$ cat src/rtl/a429_rx_pkg.sv
package a429_rx_pkg;
  localparam int WORD_W  = 32;
  localparam int LABEL_W = 8;

  typedef enum logic [1:0] {
    SYM_NULL = 2'd0,
    SYM_ONE  = 2'd1,
    SYM_ZERO = 2'd2,
    SYM_BAD  = 2'd3
  } sym_t;

  function automatic logic [LABEL_W-1:0] rev_label(input logic [LABEL_W-1:0] v);
    logic [LABEL_W-1:0] r;
    for (int i = 0; i < LABEL_W; i++) r[i] = v[LABEL_W-1-i];
    return r;
  endfunction
endpackage

$ cat src/rtl/a429_bit_decoder.sv
module a429_bit_decoder
  import a429_rx_pkg::*;
#(
  parameter int GAP_CYC = 48
) (
  input  logic              clk,
  input  logic              rst,
  input  logic              line_a,
  input  logic              line_b,
  output logic              word_valid,
  output logic [WORD_W-1:0] word_out,
  output logic              word_err
);
  localparam int NW = $clog2(GAP_CYC + 1);
  localparam int CW = $clog2(WORD_W);

  logic [1:0] a_sync, b_sync;
  sym_t       sym_now, sym_q;
  logic [CW-1:0] bit_cnt;
  logic [NW-1:0] null_cnt;
  logic [WORD_W-1:0] shreg, shnext;
  logic err_q, start, bitval;

  always_comb begin
    case ({a_sync[1], b_sync[1]})
      2'b10:   sym_now = SYM_ONE;
      2'b01:   sym_now = SYM_ZERO;
      2'b11:   sym_now = SYM_BAD;
      default: sym_now = SYM_NULL;
    endcase
    start  = (sym_q == SYM_NULL) && (sym_now == SYM_ONE || sym_now == SYM_ZERO);
    bitval = (sym_now == SYM_ONE);
    shnext = {bitval, shreg[WORD_W-1:1]};
  end

  always_ff @(posedge clk) begin
    if (rst) begin
      a_sync     <= '0;
      b_sync     <= '0;
      sym_q      <= SYM_NULL;
      bit_cnt    <= '0;
      null_cnt   <= '0;
      shreg      <= '0;
      err_q      <= 1'b0;
      word_valid <= 1'b0;
      word_out   <= '0;
      word_err   <= 1'b0;
    end else begin
      a_sync     <= {a_sync[0], line_a};
      b_sync     <= {b_sync[0], line_b};
      sym_q      <= sym_now;
      word_valid <= 1'b0;
      if (sym_now == SYM_NULL) begin
        if (null_cnt != NW'(GAP_CYC)) null_cnt <= null_cnt + 1'b1;
      end else begin
        null_cnt <= '0;
      end
      if (sym_now == SYM_BAD) err_q <= 1'b1;
      if (start) begin
        shreg <= shnext;
        if (bit_cnt == CW'(WORD_W - 1)) begin
          word_valid <= 1'b1;
          word_out   <= {shnext[WORD_W-1:LABEL_W], rev_label(shnext[LABEL_W-1:0])};
          word_err   <= err_q;
          bit_cnt    <= '0;
          err_q      <= 1'b0;
        end else begin
          bit_cnt <= bit_cnt + 1'b1;
        end
      end else if (sym_now == SYM_NULL && null_cnt == NW'(GAP_CYC - 1)) begin
        bit_cnt <= '0;
        err_q   <= 1'b0;
      end
    end
  end

  // a finished word is announced for one clock only
  assert_valid_pulse_R11: assert property (@(posedge clk) disable iff (rst)
    word_valid |=> !word_valid);
endmodule

$ cat src/rtl/a429_word_sort.sv
module a429_word_sort
  import a429_rx_pkg::*;
#(
  parameter int N_PRIO = 3
) (
  input  logic                      clk,
  input  logic                      rst,
  input  logic                      in_valid,
  input  logic [WORD_W-1:0]         in_word,
  input  logic                      in_err,
  input  logic                      cfg_label_flip,
  input  logic                      cfg_parity_en,
  input  logic                      tbl_we,
  input  logic [LABEL_W-1:0]        tbl_addr,
  input  logic                      tbl_bit,
  input  logic [LABEL_W*N_PRIO-1:0] match_labels,
  output logic                      fifo_we,
  output logic [WORD_W-1:0]         fifo_wdata,
  output logic [N_PRIO-1:0]         prio_we,
  output logic [WORD_W-1:0]         prio_wdata,
  output logic                      irq
);
  localparam int TBL_N = 1 << LABEL_W;

  logic tbl_mem [TBL_N];
  logic s1_v, s1_err, s1_par_ok, s1_tbl;
  logic [WORD_W-1:0] s1_word;
  logic [N_PRIO-1:0] hit;
  logic word_ok;

  always_ff @(posedge clk) begin
    if (tbl_we) tbl_mem[tbl_addr] <= tbl_bit;
    if (in_valid) s1_tbl <= tbl_mem[in_word[LABEL_W-1:0]];
  end

  always_ff @(posedge clk) begin
    if (rst) begin
      s1_v      <= 1'b0;
      s1_err    <= 1'b0;
      s1_par_ok <= 1'b0;
      s1_word   <= '0;
      irq       <= 1'b0;
    end else begin
      s1_v <= in_valid;
      if (in_valid) begin
        s1_word   <= in_word;
        s1_err    <= in_err;
        s1_par_ok <= !cfg_parity_en || (^in_word);
      end
      irq <= word_ok && ((|hit) || s1_tbl);
    end
  end

  for (genvar i = 0; i < N_PRIO; i++) begin : g_match
    assign hit[i] = (match_labels[LABEL_W*i +: LABEL_W] == s1_word[LABEL_W-1:0]);
  end

  assign word_ok    = s1_v && !s1_err && s1_par_ok;
  assign prio_we    = {N_PRIO{word_ok}} & hit;
  assign prio_wdata = s1_word;
  assign fifo_we    = word_ok && !(|hit) && s1_tbl;
  assign fifo_wdata = cfg_label_flip
                    ? {s1_word[WORD_W-1:LABEL_W], rev_label(s1_word[LABEL_W-1:0])}
                    : s1_word;
endmodule

$ cat src/rtl/a429_rx_fifo.sv
module a429_rx_fifo #(
  parameter int W     = 32,
  parameter int DEPTH = 32
) (
  input  logic         clk,
  input  logic         rst,
  input  logic         we,
  input  logic [W-1:0] wdata,
  input  logic         pop,
  output logic [W-1:0] rdata,
  output logic         empty,
  output logic         full,
  output logic         overflow
);
  localparam int AW = $clog2(DEPTH);
  localparam int CNTW = $clog2(DEPTH + 1);

  logic [W-1:0] mem [DEPTH];
  logic [AW-1:0] wr_ptr, rd_ptr, rd_addr;
  logic [CNTW-1:0] count, count_n;
  logic push_ok, pop_ok;

  function automatic logic [AW-1:0] ptr_inc(input logic [AW-1:0] p);
    return (p == AW'(DEPTH - 1)) ? '0 : p + 1'b1;
  endfunction

  always_comb begin
    push_ok = we && (count != CNTW'(DEPTH));
    pop_ok  = pop && (count != '0);
    rd_addr = pop_ok ? ptr_inc(rd_ptr) : rd_ptr;
    count_n = count + CNTW'(push_ok) - CNTW'(pop_ok);
  end

  always_ff @(posedge clk) begin
    if (push_ok) mem[wr_ptr] <= wdata;
    if (push_ok && wr_ptr == rd_addr) rdata <= wdata;
    else                              rdata <= mem[rd_addr];
  end

  always_ff @(posedge clk) begin
    if (rst) begin
      wr_ptr   <= '0;
      rd_ptr   <= '0;
      count    <= '0;
      empty    <= 1'b1;
      full     <= 1'b0;
      overflow <= 1'b0;
    end else begin
      if (push_ok) wr_ptr <= ptr_inc(wr_ptr);
      rd_ptr   <= rd_addr;
      count    <= count_n;
      empty    <= (count_n == '0);
      full     <= (count_n == CNTW'(DEPTH));
      if (we && !push_ok) overflow <= 1'b1;
    end
  end

  assert_no_overflow_R8: assert property (@(posedge clk) disable iff (rst)
    count <= CNTW'(DEPTH));
  assert_full_not_empty_R8: assert property (@(posedge clk) disable iff (rst)
    full |-> !empty);
  assert_sticky_overflow_R8: assert property (@(posedge clk) disable iff (rst)
    overflow |=> overflow);
endmodule

$ cat src/rtl/a429_prio_slot.sv
module a429_prio_slot #(
  parameter int W = 32
) (
  input  logic         clk,
  input  logic         rst,
  input  logic         cap,
  input  logic [W-1:0] cap_data,
  input  logic         pop,
  output logic [W-1:0] front_d,
  output logic         front_v
);
  logic [W-1:0] back_d;
  logic back_v, front_free;

  assign front_free = !front_v || pop;

  always_ff @(posedge clk) begin
    if (rst) begin
      front_d <= '0;
      front_v <= 1'b0;
      back_d  <= '0;
      back_v  <= 1'b0;
    end else begin
      if (front_free && back_v) begin
        front_d <= back_d;
        front_v <= 1'b1;
      end else if (pop) begin
        front_v <= 1'b0;
      end
      if (cap) begin
        back_d <= cap_data;
        back_v <= 1'b1;
      end else if (front_free && back_v) begin
        back_v <= 1'b0;
      end
    end
  end

  // the readable word only disappears after it was popped
  assert_front_kept_R10: assert property (@(posedge clk) disable iff (rst)
    $fell(front_v) |-> $past(pop));
endmodule

$ cat src/rtl/a429_label_rx.sv
module a429_label_rx
  import a429_rx_pkg::*;
#(
  parameter int GAP_CYC    = 48,
  parameter int FIFO_DEPTH = 32,
  parameter int N_PRIO     = 3
) (
  input  logic                      clk,
  input  logic                      rst,
  input  logic                      line_a,
  input  logic                      line_b,
  input  logic                      cfg_label_flip,
  input  logic                      cfg_parity_en,
  input  logic                      tbl_we,
  input  logic [LABEL_W-1:0]        tbl_addr,
  input  logic                      tbl_bit,
  input  logic [LABEL_W*N_PRIO-1:0] match_labels,
  input  logic                      fifo_pop,
  output logic [WORD_W-1:0]         fifo_word,
  output logic                      fifo_empty,
  output logic                      fifo_full,
  output logic                      fifo_overflow,
  input  logic [N_PRIO-1:0]         prio_pop,
  output logic [WORD_W*N_PRIO-1:0]  prio_word,
  output logic [N_PRIO-1:0]         prio_ready,
  output logic                      word_irq
);
  logic              dec_valid, dec_err;
  logic [WORD_W-1:0] dec_word;
  logic              f_we;
  logic [WORD_W-1:0] f_wdata, p_wdata;
  logic [N_PRIO-1:0] p_we;

  a429_bit_decoder #(.GAP_CYC(GAP_CYC)) u_dec (
    .clk(clk), .rst(rst), .line_a(line_a), .line_b(line_b),
    .word_valid(dec_valid), .word_out(dec_word), .word_err(dec_err)
  );

  a429_word_sort #(.N_PRIO(N_PRIO)) u_sort (
    .clk(clk), .rst(rst), .in_valid(dec_valid), .in_word(dec_word), .in_err(dec_err),
    .cfg_label_flip(cfg_label_flip), .cfg_parity_en(cfg_parity_en),
    .tbl_we(tbl_we), .tbl_addr(tbl_addr), .tbl_bit(tbl_bit),
    .match_labels(match_labels), .fifo_we(f_we), .fifo_wdata(f_wdata),
    .prio_we(p_we), .prio_wdata(p_wdata), .irq(word_irq)
  );

  a429_rx_fifo #(.W(WORD_W), .DEPTH(FIFO_DEPTH)) u_fifo (
    .clk(clk), .rst(rst), .we(f_we), .wdata(f_wdata), .pop(fifo_pop),
    .rdata(fifo_word), .empty(fifo_empty), .full(fifo_full), .overflow(fifo_overflow)
  );

  for (genvar i = 0; i < N_PRIO; i++) begin : g_slot
    a429_prio_slot #(.W(WORD_W)) u_slot (
      .clk(clk), .rst(rst), .cap(p_we[i]), .cap_data(p_wdata), .pop(prio_pop[i]),
      .front_d(prio_word[WORD_W*i +: WORD_W]), .front_v(prio_ready[i])
    );
  end

  // every pulse follows a completed word two clocks earlier
  assert_irq_after_word_R11: assert property (@(posedge clk) disable iff (rst)
    word_irq |-> $past(dec_valid, 2));
endmodule

$ cat config.mk
export PLATFORM = sky130hd
export DESIGN_NAME = a429_label_rx
export DESIGN_NICKNAME = d
export VERILOG_FILES = /design/src/rtl/a429_rx_pkg.sv /design/src/rtl/a429_bit_decoder.sv /design/src/rtl/a429_word_sort.sv /design/src/rtl/a429_rx_fifo.sv /design/src/rtl/a429_prio_slot.sv /design/src/rtl/a429_label_rx.sv
export SDC_FILE = /design/constraint.sdc
export NUM_CORES = 2
export LEC_CHECK = 0
export ABC_CLOCK_PERIOD_IN_PS = 3900
export BUFFER_PORTS_ARGS = -buffer_cell sky130_fd_sc_hd__clkbuf_2
export CORE_ASPECT_RATIO = 0.7
export CORE_MARGIN = 3
export CORE_UTILIZATION = 45
export CTS_CLUSTER_SIZE = 8
export DETAILED_ROUTE_END_ITERATION = 10
export SLEW_MARGIN = 20
export SYNTH_ARGS = -nofsm -noshare
export SYNTH_HDL_FRONTEND = slang
export SYNTH_SLANG_ARGS = --single-unit
$ cat constraint.sdc
create_clock -name clk -period 3.9 [get_ports clk]
set_clock_uncertainty 0.1 [all_clocks]
set_input_delay 0.195 -clock clk [delete_from_list [all_inputs] [get_ports clk]]
set_output_delay 0.195 -clock clk [all_outputs]
set_load 0.02 [all_outputs]
Word level (Yosys, flattened, before mapping):

Memory sizes are Yosys's and may differ from the RTL's. A register that Yosys moved wholly into a read port is not among the register bits.
Cells that the tools add are included.
Widths: inputs -> output; s select.

* bits in registers: 337
* RAM bits: 1280
* output and inout bits: 135
* word-level logic and storage cells: 131
* memories kept: 2

Memory list
* u_fifo.mem: words 32, width 32, rd ports 1, clocked after Yosys merged registers in 1, wr ports 1, line a429_rx_fifo.sv:18 `logic [W-1:0] mem [DEPTH];`
* u_sort.tbl_mem: words 256, width 1, rd ports 1, clocked after Yosys merged registers in 1, wr ports 1, line a429_word_sort.sv:25 `logic tbl_mem [TBL_N];`

* add/sub/neg operators: 6
* eq/ne operators: 16
* mux-type cells: 29
* bitwise operators: 3
* reductions and logical operators: 42

Operators by type and width (number)
* $reduce_xor 32->1: 1
* $mux 5: 6
* $eq 8x8->1: 3
* $mux 1: 21
* $add 5x1->5 const B: 3
* $eq 5x5->1 const B: 3
* $reduce_bool 2->1: 7
* $logic_and 1x1->1: 13
* $eq 6x6->1 const B: 2
* $ne 6x6->1 const B: 2
* $eq 2x2->1 const B: 4
* $mux 8: 1
* $logic_not 1->1: 7
* $add 6x1->6: 1
* $add 6x1->6 const B: 1
* $logic_not 6->1: 1
* $logic_or 1x1->1: 6
* $pmux 2 s3: 1
* $reduce_bool 6->1: 1
* $sub 6x1->6: 1
* $eq 2x1->1 const B: 2
* $logic_not 2->1: 2
* $reduce_or 2->1: 2
* $and 3x3->3: 1
* 3 further kinds: 4

Logic depth before layout (Yosys ltp):

* depth in word-level cells: 9
* depth in mapped cells: 17

Modules after synthesis:

A second synthesis with hierarchy kept.

* cell total of the unflattened synthesis: 4241
* area, all modules: 64993.6 µm²

By module, submodules not included
* a429_rx_fifo: instances 1, cells an instance 2124, area an instance 40620.2 µm²
* a429_word_sort: instances 1, cells an instance 991, area an instance 13294.0 µm²
* a429_prio_slot: instances 3, cells an instance 251, area an instance 2667.6 µm²
* a429_bit_decoder: instances 1, cells an instance 373, area an instance 3076.7 µm²

Least setup slack after synthesis:

OpenSTA, ideal clock, no wires.

* path kind: register to register
* from: reg u_fifo.count[2]
* to: mem u_fifo.mem[12][0], enable pin
* library setup time: 0.421 ns
* arrival: 2.743 ns
* required time: 3.379 ns
* slack: 0.636 ns
* cell stages (with the launch flop): 9
* buffers on the path: 0
* cell sequence: dfxtp_1 > inv_1 > ha_1 > nor3b_1 > a21oi_1 > nand4_1 > clkinv_1 > nand2_1 > nor2_1

* cells in the longest elaborated chain, start to end: 4

Ends and longest elaborated chain
* from (decl): line a429_rx_fifo.sv:20 `logic [CNTW-1:0] count, count_n;`
* from (signal assigned): line a429_rx_fifo.sv:51 `count <= count_n;`
* $ne 6x6->1: line a429_rx_fifo.sv:28 `push_ok = we && (count != CNTW'(DEPTH));`
* $logic_and 1x1->1: line a429_rx_fifo.sv:28
* via u_fifo.push_ok: line a429_rx_fifo.sv:21 `logic push_ok, pop_ok;`
* $mux 1: line a429_rx_fifo.sv:35 `if (push_ok) mem[wr_ptr] <= wdata;`
* $mux 1 (not written as such): line a429_rx_fifo.sv:35
* to (decl): line a429_rx_fifo.sv:18

The timed path passes the listed nets, and every way through them passes these cells.

==> impl_metrics.ini <==
[worst_setup_path]
worst_path_most_repeated_cell = mux4_2
path_buf_inv = 3
path_max_fanout = 18
end_kind = output port
slowest_delay_ps = 550
cpMaxStageDelayCell = mux4_2
worstPathRequired_ps = 3610
path_depth = 6
cp.arrival_ps = 3420
start_kind = flop
criticalPathCategory = reg2out
critical-path-top-delay-family = multiplexers
path_cells = buf_12, buf_4, mux4_2, mux4_2, mux2_2, clkbuf_2
reg2regPathDepth = 12

[grt]
grt_max_degree = 151
grt_pass1_vias = 33990
grt_pass1_wl_mm = 238.5
track_usage = 0.2261
antenna_found_initial = 3
overflow = 0

[synth]
yosysTopAreaCell = edfxtp_1
synth-seq-cells = 1622
synth.area.top_cells = edfxtp_1, mux4_2, dfxtp_1
yosysTopAreaCellShare = 0.6117
synth_most_common_cell = edfxtp_1
ys.flop_type = edfxtp_1
ys_warn_count = 0
avgSynthCellArea_um2 = 16.98
synthesis.area_mm2 = 0.06288
yosysUniqueCellTypes = 49
synthCells = 3704
synth_fp_nets = 3774
synth_edf_count = 1281
yosysSeqAreaShare = 0.7203
async_flop_share = 0
synthTopCellsByCount = edfxtp_1, nor2_1, mux4_2

[timing]
setup_viol = 0
tns_ps = 0
holdWs_ps = 107.8
min_period_ps = 3712
worst_slack_ps = 188.4
finalCritPeriodShare = 0.9517
hold_viol = 0
clock.fmax_ghz = 0.2694
rsz0062_at_grt = false
slew_headroom = 0.2557
worst_pin_slew_ps = 1114
final_max_slew_viol_count = 0

[cells_and_area]
fin_nets = 4095
final_layout_size_suffix_gt1_frac = 0.2447
antenna_cells = 0
area_growth_pct = 16.14
fin_util = 0.5278
n_fill_cell = 11050

[clock_network]
clk_pin_slew_ps = 50
cts_tree = done
clock-root-buffer = clkbuf_16
clkLatencyLatePin_ps = 820
post_cts_buffers = 0
numCtsBuffers = 220
h-tree-depth = 4
clock_sinks = 1622
cts_buffer_depth = 3

[place]
hpwl_mm = 96.41
io_buffer_count = 178
place_congestion = 0.7906
pre_cts_slack_ps = 251.1

[route]
avgRoutedWirePerCell_um = 27.15
routed_via_density = 5.740
drt-total-wl_mm = 162.2
drc = 0
vias = 34300
drt_iter0_drc = 4011
postRouteAntennaNets = 0
first_pass_iters = 6

[worst_hold_path]
whs_path_depth = 5
hold_path.class = in2reg

[floorplan]
coreArea_mm2 = 0.1384
start_util = 0.4545
dieArea_mm2 = 0.1443
ios = 179
die_h_um = 318.8
rows = 114
dieWidth_um = 452.8

[pwr]
vdd_drop_max_mv = 0.3523
power_leakage_uw = 0.02329
powerDensity_mw_per_mm2 = 571.7

[outcome]
status = completed

[run]
maxCapViolations = 0
[path summary, 6_finish.rpt]
path	startpoint	to	slack [ps]
worst max-delay path	flop	fifo_word[16]	190
worst min-delay path	tbl_addr[5]	u_sort.tbl_mem[145]$_DFFE_PP_	110
worst max register to register	u_sort.prio_wdata[4]$_SDFFE_PP0P_	u_fifo.empty$_SDFF_PP1_	420
worst min register to register	u_dec.a_sync[0]$_SDFF_PP0_	u_dec.a_sync[1]$_SDFF_PP0_	350
[area by class of cell]
| cell class | count | area, um^2 | share of cell area |
|---|---|---|---|
| Clock buffer | 305 | 5888 | 0.08063 |
| Clock inverter | 11 | 173.9 | 0.002381 |
| Inverter | 21 | 78.83 | 0.001079 |
| Multi-Input combinational cell | 1828 | 16760 | 0.2295 |
| Sequential cell | 1622 | 45330 | 0.6207 |
| Tap cell | 1856 | 2322 | 0.03180 |
| Timing Repair Buffer | 332 | 2474 | 0.03387 |
[registers in the layout, summed over array words and instances, names as in the netlist, 3 cells and up, named ones only]
signal,flops
u_fifo.mem,1024
g_slot.u_slot.front_d,96
g_slot.u_slot.front_v,3
u_fifo.wr_ptr,5
g_slot.u_slot.back_v,3
u_fifo.count,6
u_sort.tbl_mem,256
u_dec.shreg,31
u_dec.bit_cnt,5
g_slot.u_slot.back_d,96
u_fifo.rd_ptr,5
u_sort.prio_wdata,32
u_dec.null_cnt,6
u_dec.word_out,32
[metal layers]
metal / GRT usage / share of wire / up-vias
li1: - / - / 14740
met1: 0.3549 / 0.47 / 18010
met2: 0.3252 / 0.44 / 1344
met3: 0.04298 / 0.074 / 199
met4: 0.05770 / 0.018 / 0
met5: 0 / 0 / -
[placed cells by master, fill, tap and decap left out, types with 7 or more instances in the layout]
cell and count:
buf_4 90, ha_1 25, nand3_1 22, a21oi_1 191
nand2_1 363, a22oi_1 34, nor3_1 12, inv_1 20
dlygate4sd3_1 39, edfxtp_1 1281, nor2_1 430, clkbuf_16 223
xor2_1 32, dfxtp_1 321, buf_12 25, clkbuf_1 82
mux2_2 41, nor2_4 32, xnor2_1 32, o21ai_0 7
dfxtp_2 15, mux4_1 9, nor2b_1 23, clkbuf_2 176
nand2b_1 8, mux4_2 375, mux2i_1 131
[metrics by stage]
step,power [uW],cell area (um^2),std cells
2_1_floorplan,23290,62880,3704
3_3_place_gp,24970,66570,5620
3_5_place_dp,24960,66570,5620
4_1_cts,42210,73020,5975
5_1_grt,43240,73030,5975
6_report,41750,73030,5975
[timing repair]
action,4_1_cts,5_1_grt
endpoints found under the hold margin,320,0
hold buffers,39,0
resized for setup,0,1
endpoints found under the setup margin,0,3
[worst reg2reg max path, delay by kind of cell (launching register included)]
| family | cells | cell delay [ps] |
|---|---|---|
| buffers and inverters | 1 | 310 |
| adder cells (fa/ha/maj) | 1 | 340 |
| AO/OA/AOI/OAI | 5 | 960 |
| AND/OR/NAND/NOR | 3 | 780 |
| flip-flops | 1 | 620 |
| XOR/XNOR | 2 | 260 |
[kinds of logic after synthesis]
logic type / share of synthesized area
fa+ha+maj: 0.005293
mux: 0.1663
compound gates: 0.02175
xor+xnor: 0.008914
simple gates: 0.05993
buf+inv: 0.01753
flops: 0.7203
[where the power goes]
group	internal, uW	total, uW	switching (uW)
logic	3050	5880	2840
registers	18500	18700	126
clock network	10300	17200	6930
total	31900	41800	9890
Power figures use the tool's default switching activity.
